## src/rtl/cyc_seq_pkg.sv

```systemverilog
package cyc_seq_pkg;

    typedef enum logic [2:0] {
        S_IDLE  = 3'd0,
        S_ST1   = 3'd1,
        S_ST2   = 3'd2,
        S_ST3   = 3'd3,
        S_ST4   = 3'd4,
        S_ST5   = 3'd5,
        S_FINAL = 3'd6
    } seq_state_e;

    // Resolution select encodings
    localparam logic [1:0] RES_8B  = 2'b00;
    localparam logic [1:0] RES_10B = 2'b01;

    // Entry state of a conversion for a given resolution select
    function automatic seq_state_e entry_state(input logic [1:0] sel);
        seq_state_e s;
        unique case (sel)
            RES_8B:  s = S_ST3;
            RES_10B: s = S_ST2;
            default: s = S_ST1;
        endcase
        return s;
    endfunction

    // Scheduled bias level in tenths of full current
    function automatic int unsigned bias_tenths(input seq_state_e s);
        int unsigned b;
        unique case (s)
            S_ST1:            b = 10;
            S_ST2:            b = 5;
            S_ST3, S_ST4:     b = 4;
            S_ST5, S_FINAL:   b = 3;
            default:          b = 0;
        endcase
        return b;
    endfunction

endpackage

```

## src/rtl/cyc_seq_fsm.sv

```systemverilog
module cyc_seq_fsm
    import cyc_seq_pkg::*;
(
    input  logic       clk,
    input  logic       rst_n,
    input  logic       run_en,
    input  logic [1:0] res_sel,
    output seq_state_e state_q,
    output seq_state_e state_d,
    output logic       enter_d
);

    // State register
    always_ff @(posedge clk or negedge rst_n) begin
        if (!rst_n) begin
            state_q <= S_IDLE;
        end else begin
            state_q <= state_d;
        end
    end

    // Next state
    always_comb begin
        state_d = S_IDLE;
        enter_d = 1'b0;
        if (run_en) begin
            unique case (state_q)
                S_IDLE, S_FINAL: begin
                    state_d = entry_state(res_sel);
                    enter_d = 1'b1;
                end
                S_ST1:   state_d = S_ST2;
                S_ST2:   state_d = S_ST3;
                S_ST3:   state_d = S_ST4;
                S_ST4:   state_d = S_ST5;
                S_ST5:   state_d = S_FINAL;
                default: state_d = S_IDLE;
            endcase
        end
    end

    AST_FINAL_AFTER_ST5: assert property (@(posedge clk) disable iff (!rst_n)
        (state_q == S_FINAL) |-> ($past(state_q) == S_ST5));

    AST_PARK_WHEN_OFF: assert property (@(posedge clk) disable iff (!rst_n)
        !run_en |=> (state_q == S_IDLE));

endmodule

```

## src/rtl/cyc_seq_ctrl.sv

```systemverilog
module cyc_seq_ctrl
    import cyc_seq_pkg::*;
#(
    parameter int BIAS_W = 4
) (
    input  logic              clk,
    input  logic              rst_n,
    input  seq_state_e        state_q,
    input  seq_state_e        state_d,
    input  logic              enter_d,
    output logic              first_q,
    output logic              active_q,
    output logic              net_b_q,
    output logic              flash_q,
    output logic              update_q,
    output logic              done_q,
    output logic [BIAS_W-1:0] bias_q
);

    localparam int unsigned FULL_CODE = 10;
    localparam int unsigned BIAS_MAX  = (1 << BIAS_W) - 1;

    initial begin
        if (FULL_CODE > BIAS_MAX) $error("bias code width too small");
    end

    // Output registers, loaded from the next-state decode
    always_ff @(posedge clk or negedge rst_n) begin
        if (!rst_n) begin
            first_q  <= 1'b0;
            active_q <= 1'b0;
            net_b_q  <= 1'b0;
            flash_q  <= 1'b0;
            update_q <= 1'b0;
            done_q   <= 1'b0;
            bias_q   <= '0;
        end else begin
            first_q  <= enter_d;
            active_q <= (state_d != S_IDLE);
            net_b_q  <= (state_d != S_IDLE) && !enter_d;
            flash_q  <= (state_d == S_FINAL);
            update_q <= enter_d && (state_q == S_FINAL);
            done_q   <= (state_q == S_FINAL);
            bias_q   <= BIAS_W'(bias_tenths(state_d));
        end
    end

    AST_ONE_NET_AT_SAMPLE: assert property (@(posedge clk) disable iff (!rst_n)
        first_q |-> (!net_b_q && active_q));

    AST_BIAS_FALLS: assert property (@(posedge clk) disable iff (!rst_n)
        net_b_q |-> (bias_q <= $past(bias_q)));

    AST_FLASH_NOT_FIRST: assert property (@(posedge clk) disable iff (!rst_n)
        flash_q |-> !first_q);

endmodule

```

## src/rtl/cyc_adc_sequencer.sv

```systemverilog
module cyc_adc_sequencer
    import cyc_seq_pkg::*;
#(
    parameter int BIAS_W = 4
) (
    input  logic              clk,
    input  logic              rst_n,
    input  logic              run_en,
    input  logic [1:0]        res_sel,
    output logic              sh_connect,
    output logic              net_a_en,
    output logic              net_b_en,
    output logic              amp_reset,
    output logic              fin_flash_en,
    output logic              out_update,
    output logic              conv_start,
    output logic              conv_done,
    output logic              phase,
    output logic [BIAS_W-1:0] bias_code
);

    seq_state_e state_q;
    seq_state_e state_d;
    logic       enter_d;
    logic       first_q;
    logic       active_q;

    cyc_seq_fsm u_fsm (
        .clk     (clk),
        .rst_n   (rst_n),
        .run_en  (run_en),
        .res_sel (res_sel),
        .state_q (state_q),
        .state_d (state_d),
        .enter_d (enter_d)
    );

    cyc_seq_ctrl #(.BIAS_W(BIAS_W)) u_ctrl (
        .clk      (clk),
        .rst_n    (rst_n),
        .state_q  (state_q),
        .state_d  (state_d),
        .enter_d  (enter_d),
        .first_q  (first_q),
        .active_q (active_q),
        .net_b_q  (net_b_en),
        .flash_q  (fin_flash_en),
        .update_q (out_update),
        .done_q   (conv_done),
        .bias_q   (bias_code)
    );

    assign sh_connect = first_q;
    assign conv_start = first_q;
    assign net_a_en   = active_q;

    // Half-clock phase marking: high half is phase 0, low half is phase 1
    assign phase     = active_q & ~clk;
    assign amp_reset = first_q & clk;

    AST_BIAS_ON_STEP: assert property (@(posedge clk) disable iff (!rst_n)
        !$stable(bias_code) |-> !$stable(state_q));

    AST_DONE_AFTER_FLASH: assert property (@(posedge clk) disable iff (!rst_n)
        conv_done |-> $past(fin_flash_en));

    AST_IDLE_NO_BIAS: assert property (@(posedge clk) disable iff (!rst_n)
        (state_q == S_IDLE) |-> (bias_code == '0 && !net_a_en && !fin_flash_en));

endmodule

```

## config.mk

```make
export PLATFORM = sky130hd
export DESIGN_NAME = cyc_adc_sequencer
export DESIGN_NICKNAME = d
export VERILOG_FILES = /design/src/rtl/cyc_seq_pkg.sv /design/src/rtl/cyc_seq_fsm.sv /design/src/rtl/cyc_seq_ctrl.sv /design/src/rtl/cyc_adc_sequencer.sv
export SDC_FILE = /design/constraint.sdc
export NUM_CORES = 1
export LEC_CHECK = 0
export ABC_AREA = 1
export BUFFER_PORTS_ARGS = -buffer_cell sky130_fd_sc_hd__buf_2
export CELL_PAD_IN_SITES_DETAIL_PLACEMENT = 0
export CELL_PAD_IN_SITES_GLOBAL_PLACEMENT = 1
export CORE_UTILIZATION = 33
export CTS_CLUSTER_SIZE = 40
export DETAILED_ROUTE_END_ITERATION = 6
export PLACE_DENSITY = 0.7
export REMOVE_ABC_BUFFERS = 1
export SKIP_CTS_REPAIR_TIMING = 1
export SYNTH_ARGS = -nofsm -noshare
export SYNTH_HDL_FRONTEND = slang
export SYNTH_SLANG_ARGS = --single-unit
export TNS_END_PERCENT = 10
```

## constraint.sdc

```tcl
create_clock -name clk -period 1.2 [get_ports clk]
set_input_delay 0.18 -clock clk [delete_from_list [all_inputs] [get_ports clk]]
set_output_delay 0.18 -clock clk [all_outputs]
set_load 0.02 [all_outputs]
```

==> results of run 1 <==
## routing by layer
metal,up-vias,GRT usage
li1,234,-
met1,212,0.1397
met2,19,0.1938
met3,0,0.1121
met4,0,0.1000
met5,-,0
## through the flow
stage	setup WS, ps	instance area, um2	hold WS, ps
floorplan	127.1	529.3	-115.6
global placement	96.53	634.4	81.75
detailed placement	57.09	634.4	77.93
CTS	-72.89	694.4	-328.5
global route	-33.94	748.2	106.3
finish	5.194	748.2	94.62
## cell families after synthesis
kind of cell | after synthesis
AO/OA/AOI/OAI | 4
buffers and inverters | 16
flip-flops | 13
AND/OR/NAND/NOR | 28
## worst min-delay path, stage by stage
cell and delay (ps):
buf_2 120, nand2_2 90, a21oi_4 50
## worst paths after layout
path,startpoint,to,slack (ps),cells after the start
worst max-delay path,clk,phase,5,4
worst min-delay path,run_en,u_fsm.state_q[2],90,3
worst max register to register,u_fsm.state_q[1],u_ctrl.bias_q[1],70,4
worst min register to register,u_fsm.state_q[0],u_ctrl.done_q,610,2
max in group asynchronous,rst_n,u_ctrl.flash_q,780,2
min in group asynchronous,rst_n,u_fsm.state_q[0],200,2
## state kept, by name, indices dropped and copies added (netlist names)
register         flops
u_ctrl.bias_q        4
u_fsm.state_q        3
u_ctrl.active_q      1
u_ctrl.done_q        1
u_ctrl.first_q       1
u_ctrl.flash_q       1
u_ctrl.net_b_q       1
u_ctrl.update_q      1
## synthesized netlist by cell type, drive strengths merged
library cell,number,share of area
nor2,5,0.035
buf,1,0.014
nand2,18,0.14
dfrtp,13,0.61
nand3,3,0.028
nand4,1,0.012
inv,15,0.10
a21oi,4,0.044
or2,1,0.012
## cell type report
| class | instances | area share |
|---|---|---|
| clock buffer | 11 | 0.1254 |
| multi-input combinational | 32 | 0.2241 |
| inverter | 14 | 0.07023 |
| tap | 16 | 0.02676 |
| sequential | 13 | 0.4348 |
| timing repair buffer | 16 | 0.1137 |
| clock inverter | 1 | 0.005017 |
## power breakdown
| group | internal, uW | switching (uW) | total [uW] | leakage (uW) |
|---|---|---|---|---|
| logic | 60.3 | 126 | 186 | 0.000232 |
| registers | 477 | 23.6 | 500 | 0.000167 |
| clock network | 459 | 302 | 761 | 0.0000627 |
| total | 996 | 452 | 1450 | 0.000462 |
==> metrics, run 1 <==
outcome=completed; filler instances=around 140; core area=1506 um2; HPWL Detailed=706.4 um; DR vias=about 470; top layer in use=met3; number of global-route vias before repair=457; Die Ht=42.33 um; Top Ports=18; crit path DAT=around 1000 ps; Slew headroom=0.7942; # nets final=92; dpl cells=a little over 90; power density over cell area=about 1900 nW/um2; die footprint=approximately 1800 um2; global placer's final weighted congestion=between 0.7 and 0.8; fraction of synthesized area in multiplexers=0; Sequential Area=approximately 330 um2; Syn Inst Count=a little over 60; Worst-Skew Late Latency=between 300 and 400 ps; Final Util=0.4967; Rows=14; RSZ-0062 raised after global routing=yes; DRT iter0 DRCs=3; M1 wire length=~410 um; final WL=between 1000 and 1500 um; post-synth cell types=12; initial antenna violation count=0; first-pass GRT wire length=1718 um; Critical path buffers and inverters=3; Pwr Total=1448 uW; antenna cells=0; met3 wire len=87 um; # port buffers=17; Synth Area in Compound Gates=0.04429; most frequent CP cell=buf_6; met2 WL=between 500 and 600 um; Post-Synth Simple-Gate Area=0.2308; CP Max Fanout=2; CP max stage cell=buf_6; WS Path Type=clk -> out; GR Overflow Total=0; largest net degree at the start of global routing=14; Area growth, synth to finish=39.39%; commonest non-fill, non-tap cells in the layout=buf_2 (15), dfrtp_1 (13), nand2_1 (12); Yosys reg bits=13; sequential fraction of the synthesis area=0.6061; Antenna Nets Post-Route=0; mean area per synthesized cell=just under 9 um2; total of max-cap violations=0; Setup crit end kind=primary output; Clock Pin Slew Worst Setup and Hold Paths=80 ps; multi-input logic area=167.7 um2; worst endpoint required time=approximately 1000 ps; vias per std cell=approximately 4.5; Pleak=around 0.00046 uW; Hold Fails Final Rpt=0; Peak VDD IR=0.0007781 V; final setup skew=~2.7 ps; CP delay by family, top=buffers and inverters; max incr delay on CP=approximately 120 ps; share of cells above drive strength 1=0.4253; Initial Util=0.3563; crit path cell chain=buf_6, buf_6, nor2_4, buf_6; Post-Synthesis Cell Area=between 500 and 600 um2; final std cells w/o fill=between 100 and 150; die width=around 42 um; slew of the pin with the lowest slew margin=308.7 ps; Hold/Removal Path Class=in -> reg; DRC Markers=0; CP Launch Type=clock port; First-pass DRT Iterations=2; synth warn=0; area share of fa/ha/maj cells after synthesis=0; Setup TNS=0 ps; commonest non-fill, non-tap cell in the layout=buf_2; XOR/XNOR share of the synthesized area=0; routed len/inst=slightly below 10 um; CTS tree=done; GRT Overall Usage=0.1403; largest family of logic cells by synthesized area=simple AND/OR/NAND/NOR gates; final setup fails=0; Slew Viols, Final=0
(Power assumes the default switching activity.)
==> run 2: changes to the inputs <==
--- a/config.mk
+++ b/config.mk
@@ -9,6 +9,7 @@
 export BUFFER_PORTS_ARGS = -buffer_cell sky130_fd_sc_hd__buf_2
 export CELL_PAD_IN_SITES_DETAIL_PLACEMENT = 0
 export CELL_PAD_IN_SITES_GLOBAL_PLACEMENT = 1
+export CORE_MARGIN = 4
 export CORE_UTILIZATION = 33
 export CTS_CLUSTER_SIZE = 40
 export DETAILED_ROUTE_END_ITERATION = 6
==> run 2 against run 1 <==
  * Clock skew shrank 2.5 ps
  * Via count is 1.5% lower
  * Clock-buffer cell count is the same
  * Final cell count did not move
  * Worst setup slack improved by 12 ps
  * Highest routed layer unchanged
  * Largest cell class unchanged
  * Non-clock buffer count unchanged
  * Flip-flop and latch count did not move
  * Utilization down 0.74 points
  * Sequential power barely moved
==> metrics, run 2 (synthesis gave the netlist of run 1 again) <==
outcome=completed; crit path cell chain=buf_6, buf_6, nand2_2, inv_2, buf_6; GRT Overall Usage=0.1060; dpl cells=a little over 90; Largest register FFs=4; First-pass DRT Iterations=1; Worst-Skew Late Latency=about 370 ps; Worst R2R Setup Slack=roughly 80 ps; top layer in use=met3; routed len/inst=~10 um; # nets final=92; first-pass GRT wire length=~1800 um; Sequential Area=between 300 and 400 um2; met2 WL=approximately 530 um; Hold/Removal Path Class=in -> reg; core area=between 1500 and 2000 um2; die footprint=around 2300 um2; Slew headroom=0.7970; DR vias=458; DRC Markers=0; Rows=14; CP Max Fanout=2; end point of the critical path=amp_reset; vias per std cell=around 4.4; final WL=1043 um; multi-input logic area=approximately 170 um2; final std cells w/o fill=103; Peak VDD IR=0.0007659 V; CP Launch Type=clock port; Area growth, synth to finish=38.93%; RSZ-0062 raised after global routing=yes; crit path launch=clk; CTS tree=done; WS Path Type=clk -> out; largest register by flop count=u_ctrl.bias_q; worst hold slack=approximately 110 ps; met3 wire len=93 um; Die Ht=48.33 um; Worst R2R End=u_ctrl.bias_q[2]; Hold Fails Final Rpt=0; M1 wire length=between 400 and 500 um; worst endpoint required time=1020 ps; final setup fails=0; worst r2r path cells=6; # port buffers=17; Slew Viols, Final=0; final setup skew=0.2558 ps; max incr delay on CP=around 110 ps; reg2reg start=u_fsm.state_q[1]; commonest non-fill, non-tap cells in the layout=buf_2 (15), nand2_1 (13), dfrtp_1 (13); die width=48.33 um; filler instances=about 150; CP max stage cell=buf_6; Antenna Nets Post-Route=0; initial antenna violation count=0; DRT iter0 DRCs=0; most frequent CP cell=buf_6; Top Ports=18; HPWL Detailed=766.4 um; Clock Pin Slew Worst Setup and Hold Paths=approximately 70 ps; commonest non-fill, non-tap cell in the layout=buf_2; crit path DAT=1000 ps; slew of the pin with the lowest slew margin=around 300 ps; largest net degree at the start of global routing=14; number of global-route vias before repair=about 440; biggest regs=u_ctrl.bias_q (4), u_fsm.state_q (3); GR Overflow Total=0; share of cells above drive strength 1=0.4138; Pleak=between 0.0004 and 0.0005 uW; antenna cells=0; total of max-cap violations=0; power density over cell area=~1900 nW/um2; global placer's final weighted congestion=0.7048; Initial Util=0.3522; Setup crit end kind=primary output
run 2: power by group:
group	switching [uW]	internal, uW
Combinational	126	60.0
Clock	295	450
Sequential	22.6	477
run 2: through the flow:
stage	worst slack [ps]	util	TNS [ps]	total power, uW	area [um2]
floorplan	127.1	-	0	686.1	529.3
global placement	94.41	0.4163	0	781.2	634.4
detailed placement	55.72	0.4163	0	780.6	634.4
CTS	-74.23	0.4557	-131.5	1272	694.4
global route	-29.31	0.4893	-44.94	1515	745.7
finish	17.13	0.4893	0	1431	745.7
run 2: metal layers:
| layer | track usage | vias to the layer above |
|---|---|---|
| met5 | 0 | - |
| met1 | 0.1135 | 212 |
| met4 | 0.1014 | 0 |
| met3 | 0.05828 | 0 |
| met2 | 0.1435 | 14 |
| li1 | - | 232 |
run 2: worst max-delay path: cells and delay by family:
family / cells / cell delay (ps)
buf+inv: 4 / 340
simple gates: 1 / 50
run 2: how the worst min path moves through the flow:
| stage | start | end | slack, ps | cells after the start |
|---|---|---|---|---|
| 5_1_grt | run_en | u_fsm.state_q[2] | 110 | 3 |
| 2_1_floorplan | rst_n | u_ctrl.active_q | -120 | 0 |
| 4_1_cts | rst_n | u_ctrl.net_b_q | -330 | 1 |
| 3_5_place_dp | rst_n | u_ctrl.done_q | 80 | 1 |
| 6_report | run_en | u_fsm.state_q[2] | 110 | 3 |
| 3_3_place_gp | rst_n | u_ctrl.done_q | 80 | 1 |
run 2: area by class of cell:
class | instances | share of cell area
Clock buffer | 11 | 0.1258
Clock inverter | 1 | 0.005034
Inverter | 14 | 0.07047
Multi-Input combinational cell | 32 | 0.2215
Sequential cell | 13 | 0.4362
Tap cell | 16 | 0.02685
Timing Repair Buffer | 16 | 0.1141
==> run 3: changes to the inputs <==
--- a/config.mk
+++ b/config.mk
@@ -15,6 +15,7 @@
 export DETAILED_ROUTE_END_ITERATION = 6
 export PLACE_DENSITY = 0.7
 export REMOVE_ABC_BUFFERS = 1
+export SETUP_SLACK_MARGIN = 0.5
 export SKIP_CTS_REPAIR_TIMING = 1
 export SYNTH_ARGS = -nofsm -noshare
 export SYNTH_HDL_FRONTEND = slang
==> run 3 against run 2 <==
  * Worst setup slack is essentially flat
  * Largest cell class unchanged
  * Cell area grew 16%
  * Critical path type unchanged
  * First-iteration DRC count grew 3
  * Clock skew grew 2.0 ps
  * Highest routed layer is now met4
  * Die area is the same
==> metrics, run 3 (synthesis gave the netlist of run 1 again) <==
total of max-cap violations=0; power density over cell area=around 1700 nW/um2; Worst R2R End=u_ctrl.bias_q[1]; antenna cells=0; commonest non-fill, non-tap cell in the layout=buf_6; Worst R2R Setup Slack=70 ps; commonest non-fill, non-tap cells in the layout=buf_6 (13), inv_2 (11), dfrtp_1 (11); Largest register FFs=4; Hold/Removal Path Class=in -> reg; Worst-Skew Late Latency=370 ps; Peak VDD IR=roughly 0.00081 V; worst r2r path cells=7; die footprint=approximately 2300 um2; GR Overflow Total=0; worst endpoint required time=between 1000 and 1500 ps; routed len/inst=approximately 11 um; largest register by flop count=u_ctrl.bias_q; core area=1524 um2; WHS Path Cells=3; crit path DAT=1000 ps; DRC Markers=0; global placer's final weighted congestion=~0.70; largest net degree at the start of global routing=14; WS Path Type=clk -> out; initial antenna violation count=0; HPWL Detailed=about 770 um; Sequential Power Share=0.343; # port buffers=17; HP Start=run_en; Slew headroom=0.8123; Slew Viols, Final=0; switching share of power=0.3171; CP Max Fanout=2; worst hold slack=86.63 ps; Hold EP=u_ctrl.active_q; GRT Overall Usage=0.1060; DRT iter0 DRCs=3; share of cells above drive strength 1=0.6782; Hold Fails Final Rpt=0; Pwr Total=about 1500 uW; total internal power=approximately 1000 uW; CP Launch Type=clock port; Rows=14; Initial Util=0.3522; combinational share of power=0.163; NetSw=~480 uW; First-pass DRT Iterations=2; Area growth, synth to finish=61.07%; final setup fails=0; Setup crit end kind=primary output; RSZ-0062 raised after global routing=yes; final setup skew=2.242 ps; Antenna Nets Post-Route=0; first-pass GRT wire length=about 1800 um; Clk pwr share=0.494; vias per std cell=4.505; reg2reg start=u_fsm.state_q[2]; # nets final=around 90; DR vias=464; die width=between 40 and 50 um; final WL=1105 um; Top Ports=18; outcome=completed; CTS tree=done; slew of the pin with the lowest slew margin=roughly 280 ps; biggest regs=u_ctrl.bias_q (4), u_fsm.state_q (3); Clock Pin Slew Worst Setup and Hold Paths=70 ps; Pleak=approximately 0.00048 uW; number of global-route vias before repair=about 440; Die Ht=roughly 48 um
[run 3: cell type report]
type | count | area [um2]
Clock buffer | 11 | 93.84
Clock inverter | 1 | 3.754
Fill cell | 135 | 659.4
Inverter | 14 | 52.55
Multi-Input combinational cell | 32 | 231.5
Sequential cell | 13 | 327.8
Tap cell | 16 | 20.02
Timing Repair Buffer | 16 | 135.1
[run 3: metrics by stage]
step / setup slack [ps] / instances / instance area (um2) / TNS [ps] / utilization
2_1_floorplan: 127.1 / 60 / 529.3 / 0 / -
3_3_place_gp: 94.41 / 93 / 634.4 / 0 / 0.4163
3_5_place_dp: 55.72 / 93 / 634.4 / 0 / 0.4163
4_1_cts: -74.23 / 102 / 694.4 / -131.5 / 0.4557
5_1_grt: -37.39 / 103 / 864.6 / -53.05 / 0.5673
6_report: 17.63 / 103 / 864.6 / 0 / 0.5673
[run 3: power groups by stage]
stage,Combinational [uW],Clock [uW],Sequential [uW]
2_1_floorplan,70.3,66.3,550
3_3_place_gp,182,94.6,505
3_5_place_dp,182,94.6,504
4_1_cts,181,593,498
5_1_grt,270,806,523
6_report,246,746,518
[run 3: per-layer routing]
layer | up-vias | track usage | routed length (um)
met5 | - | 0 | 0
met4 | 0 | 0.1014 | 16
met3 | 2 | 0.05828 | 93
met2 | 17 | 0.1435 | 546
met1 | 215 | 0.1135 | 449
li1 | 230 | - | -
[run 3: worst max-delay path, stage by stage]
cell and delay [ps]:
buf_6 100, buf_6 100, nand2_2 50, inv_2 30, buf_6 110
[run 3: worst max-delay path by stage]
stage                     start               end
6_report                    clk         amp_reset
5_1_grt         u_ctrl.active_q             phase
4_1_cts                     clk             phase
3_5_place_dp   u_fsm.state_q[1]  u_ctrl.bias_q[2]
3_3_place_gp   u_fsm.state_q[1]  u_ctrl.bias_q[3]
2_1_floorplan               clk             phase
